$ cat src/rtl/tcop_pkg.sv
package tcop_pkg;

   typedef enum logic [1:0] {
      RSP_DONE   = 2'b00,
      RSP_BUSY   = 2'b01,
      RSP_REJECT = 2'b10,
      RSP_NEXT   = 2'b11
   } rsp_e;

   typedef enum logic [2:0] {
      K_RD    = 3'd0,
      K_WR    = 3'd1,
      K_LOAD  = 3'd2,
      K_STORE = 3'd3,
      K_OP    = 3'd4
   } kind_e;

   localparam int IDX_W = 4;
   localparam int NREG  = 16;

   localparam logic [3:0] OP_WAIT     = 4'd0;
   localparam logic [3:0] OP_FAST_SET = 4'd1;
   localparam logic [3:0] OP_NORM_SET = 4'd2;
   localparam logic [3:0] OP_FAST_CLR = 4'd3;
   localparam logic [3:0] OP_NORM_CLR = 4'd4;
   localparam logic [3:0] OP_STAMP    = 4'd5;

endpackage

$ cat src/rtl/tcop_regbank.sv
module tcop_regbank #(
   parameter int DATA_W = 32,
   parameter int NREG   = 16,
   parameter int IDX_W  = 4
) (
   input  logic              clk,
   input  logic              rst,
   input  logic              we,
   input  logic [IDX_W-1:0]  waddr,
   input  logic [DATA_W-1:0] wdata,
   input  logic [IDX_W-1:0]  raddr_a,
   output logic [DATA_W-1:0] rdata_a,
   input  logic [IDX_W-1:0]  raddr_b,
   output logic [DATA_W-1:0] rdata_b
);

   logic [DATA_W-1:0] mem [NREG];

   always_ff @(posedge clk) begin
      if (rst) begin
         for (int i = 0; i < NREG; i++) mem[i] <= '0;
      end else if (we) begin
         mem[waddr] <= wdata;
      end
   end

   assign rdata_a = mem[raddr_a];
   assign rdata_b = mem[raddr_b];

endmodule

$ cat src/rtl/tcop_timer.sv
module tcop_timer #(
   parameter int DATA_W = 32
) (
   input  logic              clk,
   input  logic              rst,
   input  logic              start,
   input  logic [DATA_W-1:0] dly_in,
   output logic [DATA_W-1:0] cyc_o,
   output logic              wait_over
);

   logic [DATA_W-1:0] cyc_q;
   logic [DATA_W-1:0] start_q;
   logic [DATA_W-1:0] dly_q;
   logic [DATA_W-1:0] elapsed;

   always_ff @(posedge clk) begin
      if (rst) begin
         cyc_q   <= '0;
         start_q <= '0;
         dly_q   <= '0;
      end else begin
         cyc_q <= cyc_q + 1'b1;
         if (start) begin
            start_q <= cyc_q;
            dly_q   <= dly_in;
         end
      end
   end

   // wrap-safe distance from the start stamp
   assign elapsed   = cyc_q - start_q;
   assign wait_over = (elapsed >= dly_q);
   assign cyc_o     = cyc_q;

endmodule

$ cat src/rtl/tcop_irq_line.sv
module tcop_irq_line #(
   parameter int DATA_W = 32
) (
   input  logic              clk,
   input  logic              rst,
   input  logic              arm,
   input  logic              clr,
   input  logic [DATA_W-1:0] dly,
   output logic              line_n
);

   logic [DATA_W-1:0] cnt_q;

   always_ff @(posedge clk) begin
      if (rst) begin
         cnt_q  <= '0;
         line_n <= 1'b1;
      end else if (clr) begin
         cnt_q  <= '0;
         line_n <= 1'b1;
      end else if (arm) begin
         if (dly == '0) begin
            cnt_q  <= '0;
            line_n <= 1'b0;
         end else begin
            cnt_q <= dly;
         end
      end else if (cnt_q != '0) begin
         cnt_q <= cnt_q - 1'b1;
         if (cnt_q == DATA_W'(1)) line_n <= 1'b0;
      end
   end

endmodule

$ cat src/rtl/tcop_core.sv
module tcop_core
   import tcop_pkg::*;
#(
   parameter int         DATA_W     = 32,
   parameter int         LONG_BEATS = 2,
   parameter logic [3:0] CP_NUM_A   = 4'd4,
   parameter logic [3:0] CP_NUM_B   = 4'd5
) (
   input  logic              clk,
   input  logic              rst,
   input  logic              cmd_valid,
   input  logic              cmd_first,
   input  logic [3:0]        cp_num,
   input  logic [2:0]        cmd_kind,
   input  logic [31:0]       cmd_instr,
   input  logic [DATA_W-1:0] wr_data,
   output logic [DATA_W-1:0] rd_data,
   output logic [1:0]        resp,
   output logic              fiq_n,
   output logic              irq_n
);

   localparam int BEAT_W  = $clog2(LONG_BEATS + 1);
   localparam int N_LINES = 2;

   // elaboration checks
   if (CP_NUM_A == CP_NUM_B) begin : g_bad_num
      $error("tcop_core: the two coprocessor numbers must differ");
   end
   if (DATA_W < 8) begin : g_bad_width
      $error("tcop_core: DATA_W must be at least 8");
   end
   if (LONG_BEATS < 1) begin : g_bad_beats
      $error("tcop_core: LONG_BEATS must be at least 1");
   end

   // instruction fields
   logic [IDX_W-1:0] mv_idx, mem_idx, dly_idx;
   logic [3:0]       op;
   logic             is_long;
   logic             unused_instr;

   assign mv_idx       = cmd_instr[19:16];
   assign mem_idx      = cmd_instr[15:12];
   assign dly_idx      = cmd_instr[3:0];
   assign op           = cmd_instr[23:20];
   assign is_long      = cmd_instr[22];
   assign unused_instr = ^{cmd_instr[31:24], cmd_instr[11:4]};

   logic is_a, is_b, mine;
   assign is_a = (cp_num == CP_NUM_A);
   assign is_b = (cp_num == CP_NUM_B);
   assign mine = is_a | is_b;

   // bank
   logic              we;
   logic [IDX_W-1:0]  waddr;
   logic [DATA_W-1:0] wdata;
   logic [IDX_W-1:0]  raddr_a;
   logic [DATA_W-1:0] rdata_a;
   logic [DATA_W-1:0] dly_val;

   assign raddr_a = (cmd_kind == K_STORE) ? mem_idx : mv_idx;

   tcop_regbank #(.DATA_W(DATA_W), .NREG(NREG), .IDX_W(IDX_W)) bank_i (
      .clk     (clk),
      .rst     (rst),
      .we      (we),
      .waddr   (waddr),
      .wdata   (wdata),
      .raddr_a (raddr_a),
      .rdata_a (rdata_a),
      .raddr_b (dly_idx),
      .rdata_b (dly_val)
   );

   assign rd_data = rdata_a;

   // timer
   logic              wait_start;
   logic              wait_over;
   logic [DATA_W-1:0] cyc;

   tcop_timer #(.DATA_W(DATA_W)) timer_i (
      .clk       (clk),
      .rst       (rst),
      .start     (wait_start),
      .dly_in    (dly_val),
      .cyc_o     (cyc),
      .wait_over (wait_over)
   );

   // long-transfer beat tracking
   logic mem_beat;
   logic last_beat;

   assign mem_beat = cmd_valid && is_a && ((cmd_kind == K_LOAD) || (cmd_kind == K_STORE));

   if (LONG_BEATS > 1) begin : g_multi_beat
      logic [BEAT_W-1:0] beat_q;
      logic [BEAT_W-1:0] beat_cur;
      assign beat_cur  = cmd_first ? '0 : beat_q;
      assign last_beat = (beat_cur >= BEAT_W'(LONG_BEATS - 1));
      always_ff @(posedge clk) begin
         if (rst)           beat_q <= '0;
         else if (mem_beat) beat_q <= last_beat ? beat_cur : beat_cur + 1'b1;
      end
   end else begin : g_single_beat
      assign last_beat = 1'b1;
   end

   // command decode
   logic [N_LINES-1:0] arm, clr;
   logic               op_ok;

   assign op_ok = is_a ? (op == OP_WAIT) : (op <= OP_STAMP);

   always_comb begin
      resp       = RSP_DONE;
      we         = 1'b0;
      waddr      = mv_idx;
      wdata      = wr_data;
      wait_start = 1'b0;
      arm        = '0;
      clr        = '0;
      if (cmd_valid) begin
         if (!mine) begin
            resp = RSP_REJECT;
         end else begin
            case (cmd_kind)
               K_RD: resp = RSP_DONE;
               K_WR: begin
                  we   = 1'b1;
                  resp = RSP_DONE;
               end
               K_LOAD, K_STORE: begin
                  if (!is_a) begin
                     resp = RSP_REJECT;
                  end else begin
                     if (cmd_kind == K_LOAD) begin
                        we    = 1'b1;
                        waddr = mem_idx;
                     end
                     resp = (is_long && !last_beat) ? RSP_NEXT : RSP_DONE;
                  end
               end
               K_OP: begin
                  if (!op_ok) begin
                     resp = RSP_REJECT;
                  end else begin
                     case (op)
                        OP_WAIT: begin
                           if (cmd_first) begin
                              wait_start = 1'b1;
                              resp = (dly_val == '0) ? RSP_DONE : RSP_BUSY;
                           end else begin
                              resp = wait_over ? RSP_DONE : RSP_BUSY;
                           end
                        end
                        OP_FAST_SET: arm[0] = cmd_first;
                        OP_NORM_SET: arm[1] = cmd_first;
                        OP_FAST_CLR: clr[0] = cmd_first;
                        OP_NORM_CLR: clr[1] = cmd_first;
                        OP_STAMP: begin
                           we    = cmd_first;
                           waddr = dly_idx;
                           wdata = cyc;
                        end
                        default: resp = RSP_REJECT;
                     endcase
                  end
               end
               default: resp = RSP_REJECT;
            endcase
         end
      end
   end

   // interrupt lines: index 0 fast, index 1 normal
   logic [N_LINES-1:0] line_n;

   for (genvar g = 0; g < N_LINES; g++) begin : g_line
      tcop_irq_line #(.DATA_W(DATA_W)) line_i (
         .clk    (clk),
         .rst    (rst),
         .arm    (arm[g]),
         .clr    (clr[g]),
         .dly    (dly_val),
         .line_n (line_n[g])
      );
   end

   assign fiq_n = line_n[0];
   assign irq_n = line_n[1];

endmodule

$ cat config.mk
export PLATFORM = sky130hd
export DESIGN_NAME = tcop_core
export DESIGN_NICKNAME = d
export VERILOG_FILES = /design/src/rtl/tcop_pkg.sv /design/src/rtl/tcop_regbank.sv /design/src/rtl/tcop_timer.sv /design/src/rtl/tcop_irq_line.sv /design/src/rtl/tcop_core.sv
export SDC_FILE = /design/constraint.sdc
export NUM_CORES = 2
export LEC_CHECK = 0
export BUFFER_PORTS_ARGS = -buffer_cell sky130_fd_sc_hd__buf_4
export CAP_MARGIN = 10
export CORE_MARGIN = 2
export CORE_UTILIZATION = 53
export CTS_CLUSTER_DIAMETER = 30
export DETAILED_ROUTE_END_ITERATION = 7
export PLACE_DENSITY_LB_ADDON = 0.05
export SLEW_MARGIN = 20
export SYNTH_ARGS = -nofsm -noshare
export SYNTH_HDL_FRONTEND = slang
export SYNTH_SLANG_ARGS = --single-unit
$ cat constraint.sdc
create_clock -name clk -period 5.55 [get_ports clk]
set_input_delay 0.555 -clock clk [delete_from_list [all_inputs] [get_ports clk]]
set_output_delay 0.555 -clock clk [all_outputs]
set_load 0.01 [all_outputs]
-- Yosys cells after proc, flatten, opt, wreduce, memory -nomap -nowiden
Memories as Yosys holds them, arrays and structs flattened.
Index checks and enable logic that the tools add are counted.
- register bits after elaboration: 164
- bits in writable memories: 512
- memories kept: 1
- memories (name ; depth ; width ; read ports ; clocked after Yosys merged registers in ; wr ports ; RTL line ; RTL):
    bank_i.mem ; 16 ; 32 ; 2 ; 0 ; 16 ; tcop_regbank.sv:17 ; logic [DATA_W-1:0] mem [NREG];
- add/sub/neg operators: 5
- magnitude comparators: 3
- equality and inequality tests: 15
- mux-type cells: 71
- bitwise operators: 1
- reductions and logical operators: 22
- operators with widths (operator ; number):
    32-bit 2-to-1 mux ; 11
    32-bit by 1-bit == test with 1-bit output (second input constant) ; 2
    32-bit nonzero test ; 2
    32-bit by 1-bit subtractor with 32-bit output (second input constant) ; 2
    1-bit 2-to-1 mux ; 33
    32-bit by 1-bit adder with 32-bit output (second input constant) ; 1
    32-bit >= comparator ; 1
    32-bit zero test ; 1
    4-bit 2-to-1 mux ; 8
    32-bit OR reduction ; 1
    32-bit subtractor ; 1
    2-bit 2-to-1 mux ; 15
    4-bit by 3-bit == test with 1-bit output (second input constant) ; 4
    4-bit by 2-bit == test with 1-bit output (second input constant) ; 2
    4-bit case mux with 2 select lines ; 1
    2-bit nonzero test ; 4
    2-bit OR reduction ; 4
    3-bit by 2-bit == test with 1-bit output (second input constant) ; 2
    2-bit case mux with 3 select lines ; 1
    3-bit AND reduction ; 2
    5-bit OR reduction ; 1
    4-bit by 1-bit == test with 1-bit output (second input constant) ; 1
    4-bit by 3-bit less-or-equal comparator with 1-bit output (second input constant) ; 1
    4-bit zero test ; 1
    12 further kinds ; 15

-- Depth between registers and ports, before layout
- depth after elaboration: 11
- mapped depth: 23

-- Hierarchy
From an unflattened synthesis, not the netlist that was laid out.
- cells, all modules: 3040
- area total of the unflattened synthesis: 37817.5 sq um
- by module, submodules not included (module ; times used ; cells an instance ; area each (sq um)):
    tcop_regbank ; 1 ; 1687 ; 26581.7
    tcop_timer ; 1 ; 731 ; 6173.4
    tcop_irq_line ; 2 ; 253 ; 2042.0
    tcop_core ; 1 ; 116 ; 978.4

-- Worst setup path before layout
Ideal clock, no wire load.
- kind: register to output
- start point: register timer_i.cyc_q[6], in the netlist timer_i.cyc_o[6]
- end point: output resp[0]
- arrival time: 3.671 ns
- slack: 1.324 ns
- stages on the path, launching flop included: 16
- path buffers: 0
- path through: dfxtp_1 -> ha_1 -> a2111oi_0 -> a21oi_1 -> a211oi_1 -> nor2_1 -> o31ai_1 -> a21oi_1 -> and4_1 -> or3_1 -> ha_1 -> nand3_1 -> nor3_1 -> nand4_1 -> o21ai_0 -> o211ai_1
- word-level cells in the longest chain between the ends: 9
- ends and longest elaborated chain (what ; RTL line ; RTL):
    from (decl) ; tcop_timer.sv:12 ; logic [DATA_W-1:0] cyc_q;
    from (signal assigned) ; tcop_timer.sv:23 ; cyc_q <= cyc_q + 1'b1;
    32-bit subtractor ; tcop_timer.sv:32 ; assign elapsed = cyc_q - start_q;
    32-bit >= comparator ; tcop_timer.sv:33 ; assign wait_over = (elapsed >= dly_q);
    1-bit 2-to-1 mux ; tcop_core.sv:157 ; resp = wait_over ? RSP_DONE : RSP_BUSY;
    1-bit 2-to-1 mux ; tcop_core.sv:153 ; if (cmd_first) begin
    2-bit case mux with 2 select lines ; tcop_core.sv:151 ; case (op)
    2-bit 2-to-1 mux ; tcop_core.sv:148 ; if (!op_ok) begin
    2-bit case mux with 3 select lines ; tcop_core.sv:130 ; case (cmd_kind)
    2-bit 2-to-1 mux ; tcop_core.sv:127 ; if (!mine) begin
    2-bit 2-to-1 mux ; tcop_core.sv:126 ; if (cmd_valid) begin
    to (decl) ; tcop_core.sv:18 ; output logic [1:0] resp,
Every way passes these cells.

-- Worst setup path after layout
- start point: register timer_i.cyc_q[0], in the netlist timer_i.cyc_o[0]
- end point: output resp[0]
The elaborated chain is that of the path after synthesis.

==> impl_metrics.csv <==
group,metric,value,unit
sta,finalHoldViolations,0,
place,hpwl,72900,um
floorplanning,initial_core_util,0.534,
worst_setup_path,worstSetupStartpointType,"flop",
place,gp_congestion,0.861,
logic_synthesis,synth_fp_nets,3163,
logic_synthesis,synth_area_per_cell,11.8,um2
logic_synthesis,synth_edf_count,512,
detailed_routing,routed_wl,119000,um
clock_tree,holdBufCountCts,0,
logic_synthesis,async_flop_share,0,
clock_tree,cts_max_level,4,
pwr,p_total,18.0,mW
sta,finalCritPeriodShare,0.958,
detailed_routing,wl_per_cell,28.5,um
global_routing,grt_start_max_net_pins,100,
global_routing,grt_pass1_wl,175000,um
hold_path,hp-class,"input port to flop",
worst_setup_path,critical_path_required,4.99,ns
job,cap_viol_max_count,0,
logic_synthesis,yosysSeqAreaShare,0.522,
pwr,p_per_area,419,nW/um2
clock_tree,clkSlewWorstSetupHoldPaths,0.05,ns
worst_setup_path,worstPathMaxFanout,4,
sta,skew,0.0236,ns
logic_synthesis,synth_cell_types,65,
layout,fill_cells,5186,
pwr,vdd_drop_max,0.000246,V
layout,area_growth,20.4,%
floorplanning,dieArea,69600,um2
layout,final_cells,4161,
worst_setup_path,cp.arrival,4.76,ns
floorplanning,dieHeight,264,um
detailed_routing,vias,27200,
clock_tree,cts_tree,"yes",
clock_tree,cts_made_buffers,151,
detailed_routing,ant_nets,0,
layout,antennaDiodeCount,0,
floorplanning,row_count,95,
worst_setup_path,worstRegToRegCells,7,
outcome,status,"finished clean",
detailed_routing,drt-vias-per-instance,6.54,
worst_setup_path,worstSetupPathType,"flop to primary output",
detailed_routing,route.detailed.drc,0,
sta,fin_crit,5.32,ns
hold_path,holdPathStages,3,
global_routing,grt_pass1_vias,27400,
pwr,p_leak,15.3,nW
logic_synthesis,ys_dominant_reg_cell,"edfxtp_1",
floorplanning,die_w,264,um
clock_tree,clockBufferDepth,3,
clock_tree,cts_root_buf,"clkbuf_16",
global_routing,grt_antenna_before_repair,1,
place,placed_cells,3880,
global_routing,grtUsageTotal,0.343,
logic_synthesis,syn-instance-count,3019,
detailed_routing,drt_iter0_drc,3495,
worst_setup_path,worstSetupEndpointType,"primary output",
clock_tree,clkLatencyLatePin,0.72,ns
sta,slew_viol_final,0,
sta,max_freq,188,MHz
logic_synthesis,yosys_warnings,0,
layout,final_layout_size_suffix_gt1_frac,0.251,
layout,layout.nets,3311,
logic_synthesis,synth_area,35800,um2
floorplanning,pin_count,111,
sta,tightest_slew,1.10,ns
sta,slew_headroom,0.270,
global_routing,grt-ovfl-total,0,
floorplanning,fp.coreArea,67000,um2
clock_tree,cts_sinks,676,
detailed_routing,drt-pass1-iter-count,6,
logic_synthesis,synth.ff_latch_count,676,
sta,setup_viol,0,
place,port_buffers,94,
[metrics by stage]
step | setup slack, ns | cell area [um2] | hold slack, ns | TNS, ns | utilization
2_1_floorplan | 1.32 | 35800 | 0.436 | 0 | -
3_3_place_gp | 0.353 | 37800 | 0.443 | 0 | 0.564
3_5_place_dp | 0.348 | 37800 | 0.447 | 0 | 0.564
4_1_cts | 0.00728 | 42900 | 0.106 | 0 | 0.640
5_1_grt | -0.0135 | 43100 | 0.134 | -0.0135 | 0.642
6_report | 0.235 | 43100 | 0.124 | 0 | 0.642
[registers in the layout (all words and copies together), names as in the netlist]
name                  flops
bank_i.mem              512
g_line.line_i.cnt_q      64
g_line.line_i.line_n      2
g_multi_beat.beat_q       2
timer_i.cyc_o            32
timer_i.dly_q            32
timer_i.start_q          32
[final cells by class]
| type | count | area, um2 | area share |
|---|---|---|---|
| clock buffers | 183 | 4060 | 0.0944 |
| clock inverters | 91 | 952 | 0.0221 |
| inverters | 88 | 333 | 0.00773 |
| multi-input cells | 2037 | 16200 | 0.376 |
| flip-flops and latches | 676 | 18700 | 0.434 |
| well taps | 873 | 1090 | 0.0254 |
| repair buffers | 213 | 1770 | 0.0411 |
[what timing repair did]
item,4_1_cts,5_1_grt
pin swaps,1,15
endpoints found under the setup margin,1,1
resized for setup,9,37
gates cloned,0,0
buffers inserted,1,6
[logic make-up (layout without fill, tap and decap cells)]
logic type | count (synthesis) | count (layout) | synth area share
AND/OR/NAND/NOR | 1178 | 1178 | 0.141
flip-flops | 676 | 676 | 0.522
AO/OA/AOI/OAI | 367 | 367 | 0.0644
multiplexers | 324 | 324 | 0.190
buffers and inverters | 306 | 575 | 0.0345
XOR/XNOR | 99 | 99 | 0.0242
adder cells (fa/ha/maj) | 69 | 69 | 0.0243
[power by group]
part           internal (mW)  total [mW]  switching (mW)
Combinational           1.34        3.11            1.77
Sequential              5.87        6.17           0.306
Clock                   5.91        8.76            2.85
Total                   13.1        18.0            4.92
[layer usage]
layer / share of wire / vias to the layer above / track usage
li1: - / 11500 / -
met1: 0.37 / 13700 / 0.458
met2: 0.46 / 1730 / 0.533
met3: 0.12 / 316 / 0.0910
met4: 0.041 / 0 / 0.152
met5: 0 / - / 0
[synthesized netlist by cell type (6+ instances only)]
cell type  number  share of area
a211oi_1       89          0.019
a21o_1         18         0.0038
a21oi_1       132          0.018
a31oi_1        38         0.0066
and2_1         44         0.0077
and3_1         11         0.0019
buf_1          14         0.0015
buf_2          61         0.0085
clkbuf_1      141          0.015
dfxtp_1       164          0.092
edfxtp_1      512           0.43
ha_1           68          0.024
inv_1          87         0.0091
mux2i_1        35         0.0098
mux4_2        285           0.18
nand2_1       282          0.030
nand2b_1       11         0.0019
nand3_1        26         0.0036
nand4_1        18         0.0031
nor2_1        658          0.069
nor2b_1        13         0.0023
nor3_1         36         0.0050
nor3b_1         6         0.0013
nor4_1         19         0.0033
o211ai_1        7         0.0015
o21a_1          6         0.0013
o21ai_0        39         0.0055
o31ai_1         6         0.0013
or3_1          17         0.0030
or4_1           7         0.0015
xnor2_1        51          0.012
xor2_1         48          0.012
[worst max-delay path, stage by stage (launching register included)]
cell and delay [ns]:
dfxtp_4 0.35, inv_4 0.06, ha_4 0.13, inv_2 0.04, fa_2 0.36, a21oi_2 0.17
nand4b_1 0.18, nand4_1 0.14, a21oi_2 0.20, nor2b_2 0.09, a21o_1 0.19, a211o_1 0.34
a311oi_2 0.32, xnor2_1 0.12, ha_1 0.32, a21o_1 0.20, a211oi_2 0.18, o211ai_1 0.11
a21oi_1 0.16, o21ai_2 0.09, o211ai_1 0.13, buf_4 0.17
[worst paths after layout]
path                                            startpoint                    endpoint  slack (ns)
worst max-delay path                      timer_i.cyc_o[0]                     resp[0]        0.23
worst min-delay path                             cmd_valid      g_multi_beat.beat_q[0]        0.12
worst max register to register  g_line[1].line_i.cnt_q[18]  g_line[1].line_i.cnt_q[29]        2.18
worst min register to register         timer_i.start_q[24]         timer_i.start_q[24]        0.45
[layout by cell type (no fill, tap or decap), types with 7 or more instances in the layout]
cell type     n
buf_12       13
nand3_1      25
clkinvlp_4   12
mux4_2      285
nand2_2      33
a21o_1       18
clkbuf_16   155
and2_1       44
and3_1       10
xnor2_1      51
clkbuf_8      9
edfxtp_1    512
o21ai_0      37
nand2_1     249
dfxtp_2       8
o211ai_1      7
a211oi_1     83
nand2b_1     10
nor2_1      658
xor2_1       48
bufinv_16    16
clkbuf_1     20
dfxtp_1     154
or3_1        17
mux2i_1      30
ha_1         62
nand4_1      18
nor4_1       19
a31oi_1      38
nor2b_1      11
clkinv_1     25
clkinv_2     22
inv_1        85
nor3_1       35
buf_4       198
a21oi_1     127
or4_1         7
inv_6         7
Note: power is estimated with default switching activity, not from simulation.
